===== src/rtl/geom_pkg.sv =====
package geom_pkg;
  typedef enum logic [2:0] {
    PU_IDLE, PU_WZERO, PU_WPAT, PU_RPAT, PU_RPAT_W, PU_RBASE, PU_RBASE_W
  } pu_state_t;

  typedef enum logic [2:0] {
    SQ_IDLE, SQ_COL, SQ_BANK, SQ_ROW, SQ_DONE, SQ_FAIL
  } sq_state_t;

  localparam int COL_FLOOR = 10;
  localparam int ROW_FLOOR = 12;
  localparam logic [2:0] TYPE_FIXED_8BANK = 3'd3;
endpackage


===== src/rtl/geom_rst_sync.sv =====
module geom_rst_sync (
  input  logic clk,
  input  logic rst_n,
  output logic rst_sync_n
);
  logic [1:0] sr_q;

  always_ff @(posedge clk or negedge rst_n) begin
    if (!rst_n) sr_q <= 2'b00;
    else        sr_q <= {sr_q[0], 1'b1};
  end

  assign rst_sync_n = sr_q[1];
endmodule


===== src/rtl/geom_access.sv =====
module geom_access
  import geom_pkg::*;
#(
  parameter int AW = 32,
  parameter int DW = 32,
  parameter int EW = 6,
  parameter logic [AW-1:0] BASE = '0,
  parameter logic [DW-1:0] PATTERN = 32'h5AA5_C33C
) (
  input  logic          clk,
  input  logic          rst_n,
  input  logic          go,
  input  logic [EW-1:0] exp_i,
  output logic          fin,
  output logic          pass,
  output logic          mem_valid,
  input  logic          mem_ready,
  output logic          mem_we,
  output logic [AW-1:0] mem_addr,
  output logic [DW-1:0] mem_wdata,
  input  logic          mem_rvalid,
  input  logic [DW-1:0] mem_rdata
);
  pu_state_t     st_q, st_d;
  logic [AW-1:0] off_q, off_d;
  logic          hit_q, hit_d;
  logic          off_en, hit_en;

  always_comb begin
    st_d   = st_q;
    off_d  = off_q;
    hit_d  = hit_q;
    off_en = 1'b0;
    hit_en = 1'b0;
    fin    = 1'b0;
    pass   = 1'b0;
    case (st_q)
      PU_IDLE: if (go) begin
        off_d  = AW'(1) << exp_i;
        off_en = 1'b1;
        st_d   = PU_WZERO;
      end
      PU_WZERO:  if (mem_ready) st_d = PU_WPAT;
      PU_WPAT:   if (mem_ready) st_d = PU_RPAT;
      PU_RPAT:   if (mem_ready) st_d = PU_RPAT_W;
      PU_RPAT_W: if (mem_rvalid) begin
        hit_d  = (mem_rdata == PATTERN);
        hit_en = 1'b1;
        st_d   = PU_RBASE;
      end
      PU_RBASE:  if (mem_ready) st_d = PU_RBASE_W;
      PU_RBASE_W: if (mem_rvalid) begin
        fin  = 1'b1;
        pass = hit_q && (mem_rdata == '0);
        st_d = PU_IDLE;
      end
      default: st_d = PU_IDLE;
    endcase
  end

  always_comb begin
    mem_valid = (st_q == PU_WZERO) || (st_q == PU_WPAT) ||
                (st_q == PU_RPAT)  || (st_q == PU_RBASE);
    mem_we    = (st_q == PU_WZERO) || (st_q == PU_WPAT);
    mem_addr  = ((st_q == PU_WPAT) || (st_q == PU_RPAT)) ? (BASE + off_q) : BASE;
    mem_wdata = (st_q == PU_WPAT) ? PATTERN : '0;
  end

  always_ff @(posedge clk or negedge rst_n) begin
    if (!rst_n) begin
      st_q  <= PU_IDLE;
      off_q <= '0;
      hit_q <= 1'b0;
    end else begin
      st_q <= st_d;
      if (off_en) off_q <= off_d;
      if (hit_en) hit_q <= hit_d;
    end
  end
endmodule


===== src/rtl/geom_seq.sv =====
module geom_seq
  import geom_pkg::*;
#(
  parameter int WW  = 5,
  parameter int BKW = 2,
  parameter int EW  = 6,
  parameter int BW  = 1
) (
  input  logic           clk,
  input  logic           rst_n,
  input  logic           start,
  input  logic [2:0]     mem_type,
  input  logic [WW-1:0]  col_max,
  input  logic [BKW-1:0] bank_max,
  input  logic [WW-1:0]  row_max,
  input  logic           fin,
  input  logic           pass,
  output logic           go,
  output logic [EW-1:0]  exp_o,
  output logic           busy,
  output logic           done,
  output logic           fail,
  output logic [WW-1:0]  col_w,
  output logic [BKW-1:0] bank_w,
  output logic [WW-1:0]  row_w,
  output logic [2:0]     type_o
);
  localparam logic [WW-1:0]  CMIN = WW'(COL_FLOOR);
  localparam logic [WW-1:0]  RMIN = WW'(ROW_FLOOR);
  localparam logic [BKW-1:0] BK8  = BKW'(3);
  localparam logic [BKW-1:0] BK4  = BKW'(2);

  sq_state_t      st_q, st_d;
  logic [WW-1:0]  cur_q, cur_d, col_q, col_d, row_q, row_d, lcol_q, lcol_d, lrow_q, lrow_d;
  logic [BKW-1:0] bank_q, bank_d, lbank_q, lbank_d;
  logic [2:0]     type_q, type_d;
  logic           pend_q, pend_d;
  logic           fixed_bank;

  assign fixed_bank = (type_q == TYPE_FIXED_8BANK);

  always_comb begin
    go = ((st_q == SQ_COL) || (st_q == SQ_ROW) ||
          ((st_q == SQ_BANK) && !fixed_bank)) && !pend_q;
    case (st_q)
      SQ_BANK: exp_o = EW'(lbank_q) + EW'(lcol_q) + EW'(BW) - EW'(1);
      SQ_ROW:  exp_o = EW'(cur_q) + EW'(lbank_q) + EW'(lcol_q) + EW'(BW) - EW'(1);
      default: exp_o = EW'(cur_q) + EW'(BW) - EW'(1);
    endcase
  end

  always_comb begin
    st_d = st_q; cur_d = cur_q; col_d = col_q; row_d = row_q; bank_d = bank_q;
    lcol_d = lcol_q; lrow_d = lrow_q; lbank_d = lbank_q; type_d = type_q;
    pend_d = pend_q;
    if (go) pend_d = 1'b1;
    if (fin) pend_d = 1'b0;
    case (st_q)
      SQ_COL: if (fin) begin
        if (pass) begin
          col_d = cur_q;
          st_d  = SQ_BANK;
        end else if (cur_q == CMIN) st_d = SQ_FAIL;
        else cur_d = cur_q - WW'(1);
      end
      SQ_BANK: begin
        if (fixed_bank || fin) begin
          bank_d = (fixed_bank || pass) ? BK8 : BK4;
          cur_d  = lrow_q;
          st_d   = (lrow_q < RMIN) ? SQ_FAIL : SQ_ROW;
        end
      end
      SQ_ROW: if (fin) begin
        if (pass) begin
          row_d = cur_q;
          st_d  = SQ_DONE;
        end else if (cur_q == RMIN) st_d = SQ_FAIL;
        else cur_d = cur_q - WW'(1);
      end
      default: if (start) begin
        lcol_d  = col_max;
        lbank_d = bank_max;
        lrow_d  = row_max;
        type_d  = mem_type;
        cur_d   = col_max;
        col_d   = '0;
        row_d   = '0;
        bank_d  = '0;
        pend_d  = 1'b0;
        st_d    = (col_max < CMIN) ? SQ_FAIL : SQ_COL;
      end
    endcase
  end

  always_ff @(posedge clk or negedge rst_n) begin
    if (!rst_n) begin
      st_q <= SQ_IDLE; cur_q <= '0; col_q <= '0; row_q <= '0; bank_q <= '0;
      lcol_q <= '0; lrow_q <= '0; lbank_q <= '0; type_q <= '0; pend_q <= 1'b0;
    end else begin
      st_q <= st_d; cur_q <= cur_d; col_q <= col_d; row_q <= row_d; bank_q <= bank_d;
      lcol_q <= lcol_d; lrow_q <= lrow_d; lbank_q <= lbank_d; type_q <= type_d;
      pend_q <= pend_d;
    end
  end

  assign busy   = (st_q == SQ_COL) || (st_q == SQ_BANK) || (st_q == SQ_ROW);
  assign done   = (st_q == SQ_DONE);
  assign fail   = (st_q == SQ_FAIL);
  assign col_w  = col_q;
  assign bank_w = bank_q;
  assign row_w  = row_q;
  assign type_o = type_q;
endmodule


===== src/rtl/geom_encode.sv =====
module geom_encode #(
  parameter int WW  = 5,
  parameter int BKW = 2,
  parameter int BW  = 1,
  parameter int SZW = 7,
  parameter int STW = 16
) (
  input  logic           done,
  input  logic [WW-1:0]  col_w,
  input  logic [BKW-1:0] bank_w,
  input  logic [WW-1:0]  row_w,
  input  logic [2:0]     type_i,
  output logic [SZW-1:0] size_log2,
  output logic [STW-1:0] status,
  output logic           row12
);
  always_comb begin
    size_log2 = '0;
    status    = '0;
    row12     = 1'b0;
    if (done) begin
      size_log2   = SZW'(BW) + SZW'(col_w) + SZW'(row_w) + SZW'(bank_w);
      status[3:0] = 4'(col_w - WW'(9));
      status[4]   = (bank_w == BKW'(2));
      status[8:5] = 4'(row_w - WW'(13));
      status[11:9] = type_i;
      row12       = (row_w == WW'(12));
    end
  end
endmodule


===== src/rtl/geom_probe.sv =====
module geom_probe #(
  parameter int AW  = 32,
  parameter int DW  = 32,
  parameter int WW  = 5,
  parameter int BKW = 2,
  parameter int BW  = 1,
  parameter logic [AW-1:0] BASE = '0,
  parameter logic [DW-1:0] PATTERN = 32'h5AA5_C33C
) (
  input  logic           clk,
  input  logic           rst_n,
  input  logic           start,
  input  logic [2:0]     mem_type,
  input  logic [WW-1:0]  col_max,
  input  logic [BKW-1:0] bank_max,
  input  logic [WW-1:0]  row_max,
  output logic           busy,
  output logic           done,
  output logic           err,
  output logic [WW-1:0]  col_w,
  output logic [BKW-1:0] bank_w,
  output logic [WW-1:0]  row_w,
  output logic [6:0]     size_log2,
  output logic [15:0]    status,
  output logic           row12,
  output logic           mem_valid,
  input  logic           mem_ready,
  output logic           mem_we,
  output logic [AW-1:0]  mem_addr,
  output logic [DW-1:0]  mem_wdata,
  input  logic           mem_rvalid,
  input  logic [DW-1:0]  mem_rdata
);
  localparam int EW = $clog2(AW) + 1;

  logic          rst_i_n;
  logic          go, fin, pass;
  logic [EW-1:0] exp_w;
  logic [2:0]    type_w;

  geom_rst_sync u_rst (.clk(clk), .rst_n(rst_n), .rst_sync_n(rst_i_n));

  geom_seq #(.WW(WW), .BKW(BKW), .EW(EW), .BW(BW)) u_seq (
    .clk(clk), .rst_n(rst_i_n), .start(start), .mem_type(mem_type),
    .col_max(col_max), .bank_max(bank_max), .row_max(row_max),
    .fin(fin), .pass(pass), .go(go), .exp_o(exp_w),
    .busy(busy), .done(done), .fail(err),
    .col_w(col_w), .bank_w(bank_w), .row_w(row_w), .type_o(type_w)
  );

  geom_access #(.AW(AW), .DW(DW), .EW(EW), .BASE(BASE), .PATTERN(PATTERN)) u_acc (
    .clk(clk), .rst_n(rst_i_n), .go(go), .exp_i(exp_w), .fin(fin), .pass(pass),
    .mem_valid(mem_valid), .mem_ready(mem_ready), .mem_we(mem_we),
    .mem_addr(mem_addr), .mem_wdata(mem_wdata),
    .mem_rvalid(mem_rvalid), .mem_rdata(mem_rdata)
  );

  geom_encode #(.WW(WW), .BKW(BKW), .BW(BW), .SZW(7), .STW(16)) u_enc (
    .done(done), .col_w(col_w), .bank_w(bank_w), .row_w(row_w), .type_i(type_w),
    .size_log2(size_log2), .status(status), .row12(row12)
  );
endmodule


===== config.mk =====
export PLATFORM = sky130hd
export DESIGN_NAME = geom_probe
export DESIGN_NICKNAME = d
export VERILOG_FILES = /design/src/rtl/geom_pkg.sv /design/src/rtl/geom_rst_sync.sv /design/src/rtl/geom_access.sv /design/src/rtl/geom_seq.sv /design/src/rtl/geom_encode.sv /design/src/rtl/geom_probe.sv
export SDC_FILE = /design/constraint.sdc
export NUM_CORES = 1
export LEC_CHECK = 0
export BUFFER_PORTS_ARGS = -buffer_cell sky130_fd_sc_hd__buf_2
export CAP_MARGIN = 20
export CELL_PAD_IN_SITES_DETAIL_PLACEMENT = 0
export CELL_PAD_IN_SITES_GLOBAL_PLACEMENT = 1
export CORE_UTILIZATION = 31
export CTS_CLUSTER_DIAMETER = 200
export CTS_CLUSTER_SIZE = 30
export DETAILED_ROUTE_END_ITERATION = 16
export PLACE_DENSITY_LB_ADDON = 0.1
export SKIP_LAST_GASP = 1
export SLEW_MARGIN = 20
export SYNTH_ARGS = -nofsm -noshare
export SYNTH_HDL_FRONTEND = slang
export SYNTH_SLANG_ARGS = --single-unit

===== constraint.sdc =====
create_clock -name clk -period 2.99 [get_ports clk]
set_clock_uncertainty 0.2 [all_clocks]
set_input_delay 0.4485 -clock clk [delete_from_list [all_inputs] [get_ports clk]]
set_output_delay 0.4485 -clock clk [all_outputs]
set_load 0.005 [all_outputs]

==> impl_results.html <==
<table>
<tr><th>Metric</th><th>Value</th></tr>
<tr><th colspan="2">Finish</th></tr>
<tr><td>Area of all placed cells without fillers</td><td>between 6000 and 7000 sq um</td></tr>
<tr><td>Layout overhead on the synthesized area</td><td>31.96%</td></tr>
<tr><td>Fin nets</td><td>760</td></tr>
<tr><td>Multi-input gate area in the final layout</td><td>2809 sq um</td></tr>
<tr><td>Fraction of final layout cells sized beyond drive strength 1</td><td>40.12%</td></tr>
<tr><td>Filler Cell Count</td><td>between 1500 and 2000</td></tr>
<tr><td>Number of diodes added for antenna fixing</td><td>0</td></tr>
<tr><td>Sequential standard cell area</td><td>1853 sq um</td></tr>
<tr><th colspan="2">Worst setup path</th></tr>
<tr><td>Critical path's largest stage delay</td><td>480 ps</td></tr>
<tr><td>Launch point of the worst path</td><td>u_seq.lbank_q[1]</td></tr>
<tr><td>Worst setup SP type</td><td>flop</td></tr>
<tr><td>Worst reg2reg setup slack</td><td>-260 ps</td></tr>
<tr><td>Maximum fanout along the worst path</td><td>5</td></tr>
<tr><td>Reg-to-reg endpoint</td><td>u_acc.off_q[8]</td></tr>
<tr><td>Critical Setup Path Class</td><td>reg2reg</td></tr>
<tr><td>Crit path capture type</td><td>flop</td></tr>
<tr><td>Launch instance of the worst register-to-register path</td><td>u_seq.lbank_q[1]</td></tr>
<tr><td>Depth of the worst register-to-register path</td><td>12</td></tr>
<tr><td>Required time at the endpoint of the critical path</td><td>3050 ps</td></tr>
<tr><td>End of the critical path</td><td>u_acc.off_q[8]</td></tr>
<tr><td>Crit path arrival time</td><td>between 3000 and 4000 ps</td></tr>
<tr><td>Critical Path Slowest Stage Cell</td><td>fa_1</td></tr>
<tr><td>Cells along the critical path</td><td>inv_2, fa_1, inv_1, ha_2, inv_2, fa_1, nand2_1, o211a_1, a21oi_2, or3b_4, or4_4, o21ai_1</td></tr>
<tr><th colspan="2">Power and ir drop</th></tr>
<tr><td>Power per cell area</td><td>894.2 nW/um^2</td></tr>
<tr><td>Leak pwr</td><td>between 3 and 4 nW</td></tr>
<tr><td>Sw frac</td><td>41.07%</td></tr>
<tr><td>P_int</td><td>3.359 mW</td></tr>
<tr><td>Clock power share</td><td>about a fifth</td></tr>
<tr><td>Combinational Power Share</td><td>between 50% and 60%</td></tr>
<tr><td>Total Power</td><td>5.700 mW</td></tr>
<tr><td>Register share of total power</td><td>27.4%</td></tr>
<tr><td>IR Drop Worst-Case VDD</td><td>0.4057 mV</td></tr>
<tr><td>Switching power</td><td>2.341 mW</td></tr>
<tr><th colspan="2">CTS</th></tr>
<tr><td>Total number of clock tree sinks</td><td>74</td></tr>
<tr><td>Clk slew on worst S/H paths</td><td>60 ps</td></tr>
<tr><td>CTS root buf</td><td>clkbuf_16</td></tr>
<tr><td>Worst-case clock buffer depth</td><td>2</td></tr>
<tr><td>CTS buffer count</td><td>9</td></tr>
<tr><td>Clock latency of the later-clocked register in the worst-skew pair</td><td>340 ps</td></tr>
<tr><td>CTS tree</td><td>done</td></tr>
<tr><td>Depth of the CTS H-tree</td><td>3</td></tr>
<tr><th colspan="2">Timing</th></tr>
<tr><td>Minimum clock period</td><td>between 3000 and 4000 ps</td></tr>
<tr><td>Setup WS post-layout</td><td>-259.7 ps</td></tr>
<tr><td>Sum Neg Setup Slack</td><td>-6319 ps</td></tr>
<tr><td>Final critical-path share of the clock period</td><td>108.7%</td></tr>
<tr><td>Number of failing hold endpoints at the final stage</td><td>0</td></tr>
<tr><td>Final setup violating endpoints</td><td>34</td></tr>
<tr><td>Achievable Freq</td><td>roughly 300 MHz</td></tr>
<tr><td>Hold_ws</td><td>120.5 ps</td></tr>
<tr><td>Tightest Pin Transition</td><td>around 900 ps</td></tr>
<tr><td>Final Max Slew Viols</td><td>0</td></tr>
<tr><td>Setup repair after global routing missed its margin</td><td>yes</td></tr>
<tr><td>Slew margin rel.</td><td>a little under 40%</td></tr>
<tr><th colspan="2">Drt</th></tr>
<tr><td>DRC violation count after routing</td><td>0</td></tr>
<tr><td>Routed wire length</td><td>approximately 14 mm</td></tr>
<tr><td>Mean routed wirelength per cell</td><td>15.57 um</td></tr>
<tr><td>Vias after detailed routing</td><td>roughly 4300</td></tr>
<tr><td>Number of optimization iterations in the first detailed-route pass</td><td>4</td></tr>
<tr><td>Starting DRT DRC Count</td><td>274</td></tr>
<tr><td>Final antenna-violating net count</td><td>0</td></tr>
<tr><td>Vias per std cell</td><td>4.955</td></tr>
<tr><th colspan="2">Floorplanning</th></tr>
<tr><td>Height of the die</td><td>126.8 um</td></tr>
<tr><td>Chip width</td><td>126.8 um</td></tr>
<tr><td>I/O pin total</td><td>157</td></tr>
<tr><td>Starting Density</td><td>about a third</td></tr>
<tr><td>Area of the die</td><td>around 16000 sq um</td></tr>
<tr><td>Core Rows</td><td>between 40 and 50</td></tr>
<tr><td>Floorplan core area</td><td>15200 sq um</td></tr>
<tr><th colspan="2">Synth</th></tr>
<tr><td>Number of flip-flops and latches in the synthesized netlist</td><td>74</td></tr>
<tr><td>Post-synth EDFFs</td><td>0</td></tr>
<tr><td>Register area share after synthesis</td><td>between 30% and 40%</td></tr>
<tr><td>Synthesized area</td><td>4831 sq um</td></tr>
<tr><td>Proportion of register bits with asynchronous set or reset after synthesis</td><td>100.0%</td></tr>
<tr><td>Distinct cells, synth</td><td>55</td></tr>
<tr><td>Dominant cell type by area after synthesis</td><td>dfrtp_1</td></tr>
<tr><td>Number of instances in the synthesized netlist</td><td>521</td></tr>
<tr><td>Post-synth top area share</td><td>a little under two fifths</td></tr>
<tr><td>Yosys warns</td><td>0</td></tr>
<tr><td>Leading register cell type out of synthesis</td><td>dfrtp_1</td></tr>
<tr><td>Average instance area after synthesis</td><td>9.272 sq um</td></tr>
<tr><td>Ranking of synthesized cells by area</td><td>dfrtp_1, ha_1, buf_4</td></tr>
<tr><th colspan="2">Global route</th></tr>
<tr><td>Initial antenna violation count</td><td>0</td></tr>
<tr><td>Wire length of the first global-routing pass</td><td>roughly 22 mm</td></tr>
<tr><td>Largest net degree at the start of global routing</td><td>45</td></tr>
<tr><td>Gr usage total</td><td>17.55%</td></tr>
<tr><td>Number of global-route vias before repair</td><td>between 4000 and 5000</td></tr>
<tr><td>Total congestion overflow</td><td>0</td></tr>
<tr><th colspan="2">Placed design</th></tr>
<tr><td>Post-placement cell area</td><td>~5800 sq um</td></tr>
<tr><td>Final GP Congestion</td><td>roughly 0.84</td></tr>
<tr><td>Post-Place Worst Slack</td><td>-315.4 ps</td></tr>
<tr><td>Detail Placement HPWL</td><td>approximately 10 mm</td></tr>
<tr><td>Number of port buffers</td><td>~140</td></tr>
<tr><th colspan="2">Hold path</th></tr>
<tr><td>Path type of the worst min-delay path</td><td>reg2async</td></tr>
<tr><th colspan="2">Status</th></tr>
<tr><td>Status</td><td>finished with violations</td></tr>
<tr><td>Violated checks</td><td>setup timing</td></tr>
<tr><th colspan="2">Run</th></tr>
<tr><td>Maximum Capacitance Violations</td><td>0</td></tr>
</table>
layout make-up:
type	count	share of cell area, %
Multi-Input combinational cell	384	44.06
Sequential cell	74	29.07
Timing Repair Buffer	183	16.51
Tap cell	188	3.690
Clock buffer	9	3.533
Clock inverter	7	1.609
Inverter	26	1.531
worst max-delay path, delay by kind of cell, from the launching register on:
family / cells / cell delay (ps)
flip-flops: 1 / 360
buffers and inverters: 3 / 160
AND/OR/NAND/NOR: 3 / 950
adder cells (fa/ha/maj): 3 / 1130
AO/OA/AOI/OAI: 3 / 390
kinds of logic after synthesis:
| kind of cell | count (synthesis) | share of synthesized area [%] |
|---|---|---|
| and+or+nand+nor | 180 | 20.36 |
| adders and majority gates | 30 | 8.703 |
| AOI/OAI and AO/OA | 118 | 15.83 |
| xor gates and xnor gates | 15 | 2.720 |
| muxes | 19 | 4.377 |
| buffers and inverters | 83 | 9.531 |
| other | 2 | 0.1555 |
| DFF | 74 | 38.33 |
flip-flops by register name (all words and copies together) (netlist names):
register       count
u_acc.hit_q        1
u_acc.off_q       32
u_acc.st_q         3
u_rst.sr_q         2
u_seq.bank_w       2
u_seq.col_w        5
u_seq.cur_q        5
u_seq.lbank_q      2
u_seq.lcol_q       5
u_seq.lrow_q       5
u_seq.pend_q       1
u_seq.row_w        5
u_seq.st_q         3
u_seq.type_o       3
synth_stat cells, drive strengths merged, types with 7 or more instances:
cell and n:
nand4 7, nor2 32, buf 42, mux2 17
a22o 18, a21oi 16, nor4 13, o21ai 51
or4 9, and2 38, dfrtp 74, xnor2 8
xor2 7, nor2b 8, nand2 44, nand3 8
clkbuf 15, ha 24, inv 24
cell usage in the layout (no fill, tap or decap), types with 7 or more instances in the layout:
| cell | instances |
|---|---|
| buf_2 | 136 |
| dfrtp_1 | 73 |
| buf_4 | 44 |
| nand2_1 | 43 |
| and2_1 | 38 |
| nor2_1 | 30 |
| o21ai_0 | 25 |
| ha_1 | 23 |
| inv_1 | 21 |
| conb_1 | 21 |
| a22o_1 | 18 |
| mux2_2 | 17 |
| o21ai_2 | 16 |
| a21oi_1 | 10 |
| o21ai_1 | 9 |
| clkbuf_16 | 9 |
| nor4_1 | 8 |
| or4_4 | 8 |
| nand3_1 | 7 |
| xor2_1 | 7 |
| xnor2_1 | 7 |
| nor2b_1 | 7 |
| nand4_1 | 7 |
routing by layer:
layer  routed length (um)  up-vias  global-route usage [%]  share of wire (%)
li1                     -     2108                       -                  -
met1                 6254     2074                   23.58                 46
met2                 6466      121                   28.38                 48
met3                  633       13                   2.657                4.7
met4                  208        0                   6.863                1.5
met5                    0        -                       0                  0
repair_timing:
item / 4_1_cts / 5_1_grt
endpoints found under the setup margin: 36 / 36
cloned: 1 / 0
pin swaps: 12 / 16
buffers inserted: 4 / 1
hold buffers: 1 / 0
hold endpoints to repair: 2 / 0
resized for setup: 36 / 11
stage by stage:
step	utilization, %	std cells
final	41.93	871
after detailed placement	38.17	849
after global routing	41.93	871
after floorplan	-	540
after CTS	41.54	871
after global placement	38.17	849
power by group through the flow:
stage,Combinational [mW],Clock (mW),Sequential [mW]
after floorplan,1.87,0,1.53
after global placement,2.74,0,1.57
after detailed placement,2.77,0,1.58
after CTS,2.94,1.22,1.56
after global routing,3.30,1.27,1.60
final,2.95,1.19,1.56
worst min path at each step:
stage / endpoint / start / cells past startpoint
after floorplan: u_rst.sr_q[0] / rst_n / 0
after global placement: u_rst.sr_q[0] / rst_n / 1
after detailed placement: u_rst.sr_q[0] / rst_n / 1
after CTS: u_seq.type_o[1] / mem_type[1] / 2
after global routing: u_seq.type_o[2] / mem_type[2] / 2
final: u_acc.hit_q / u_rst.sr_q[1] / 0
(Power assumes the default switching activity.)
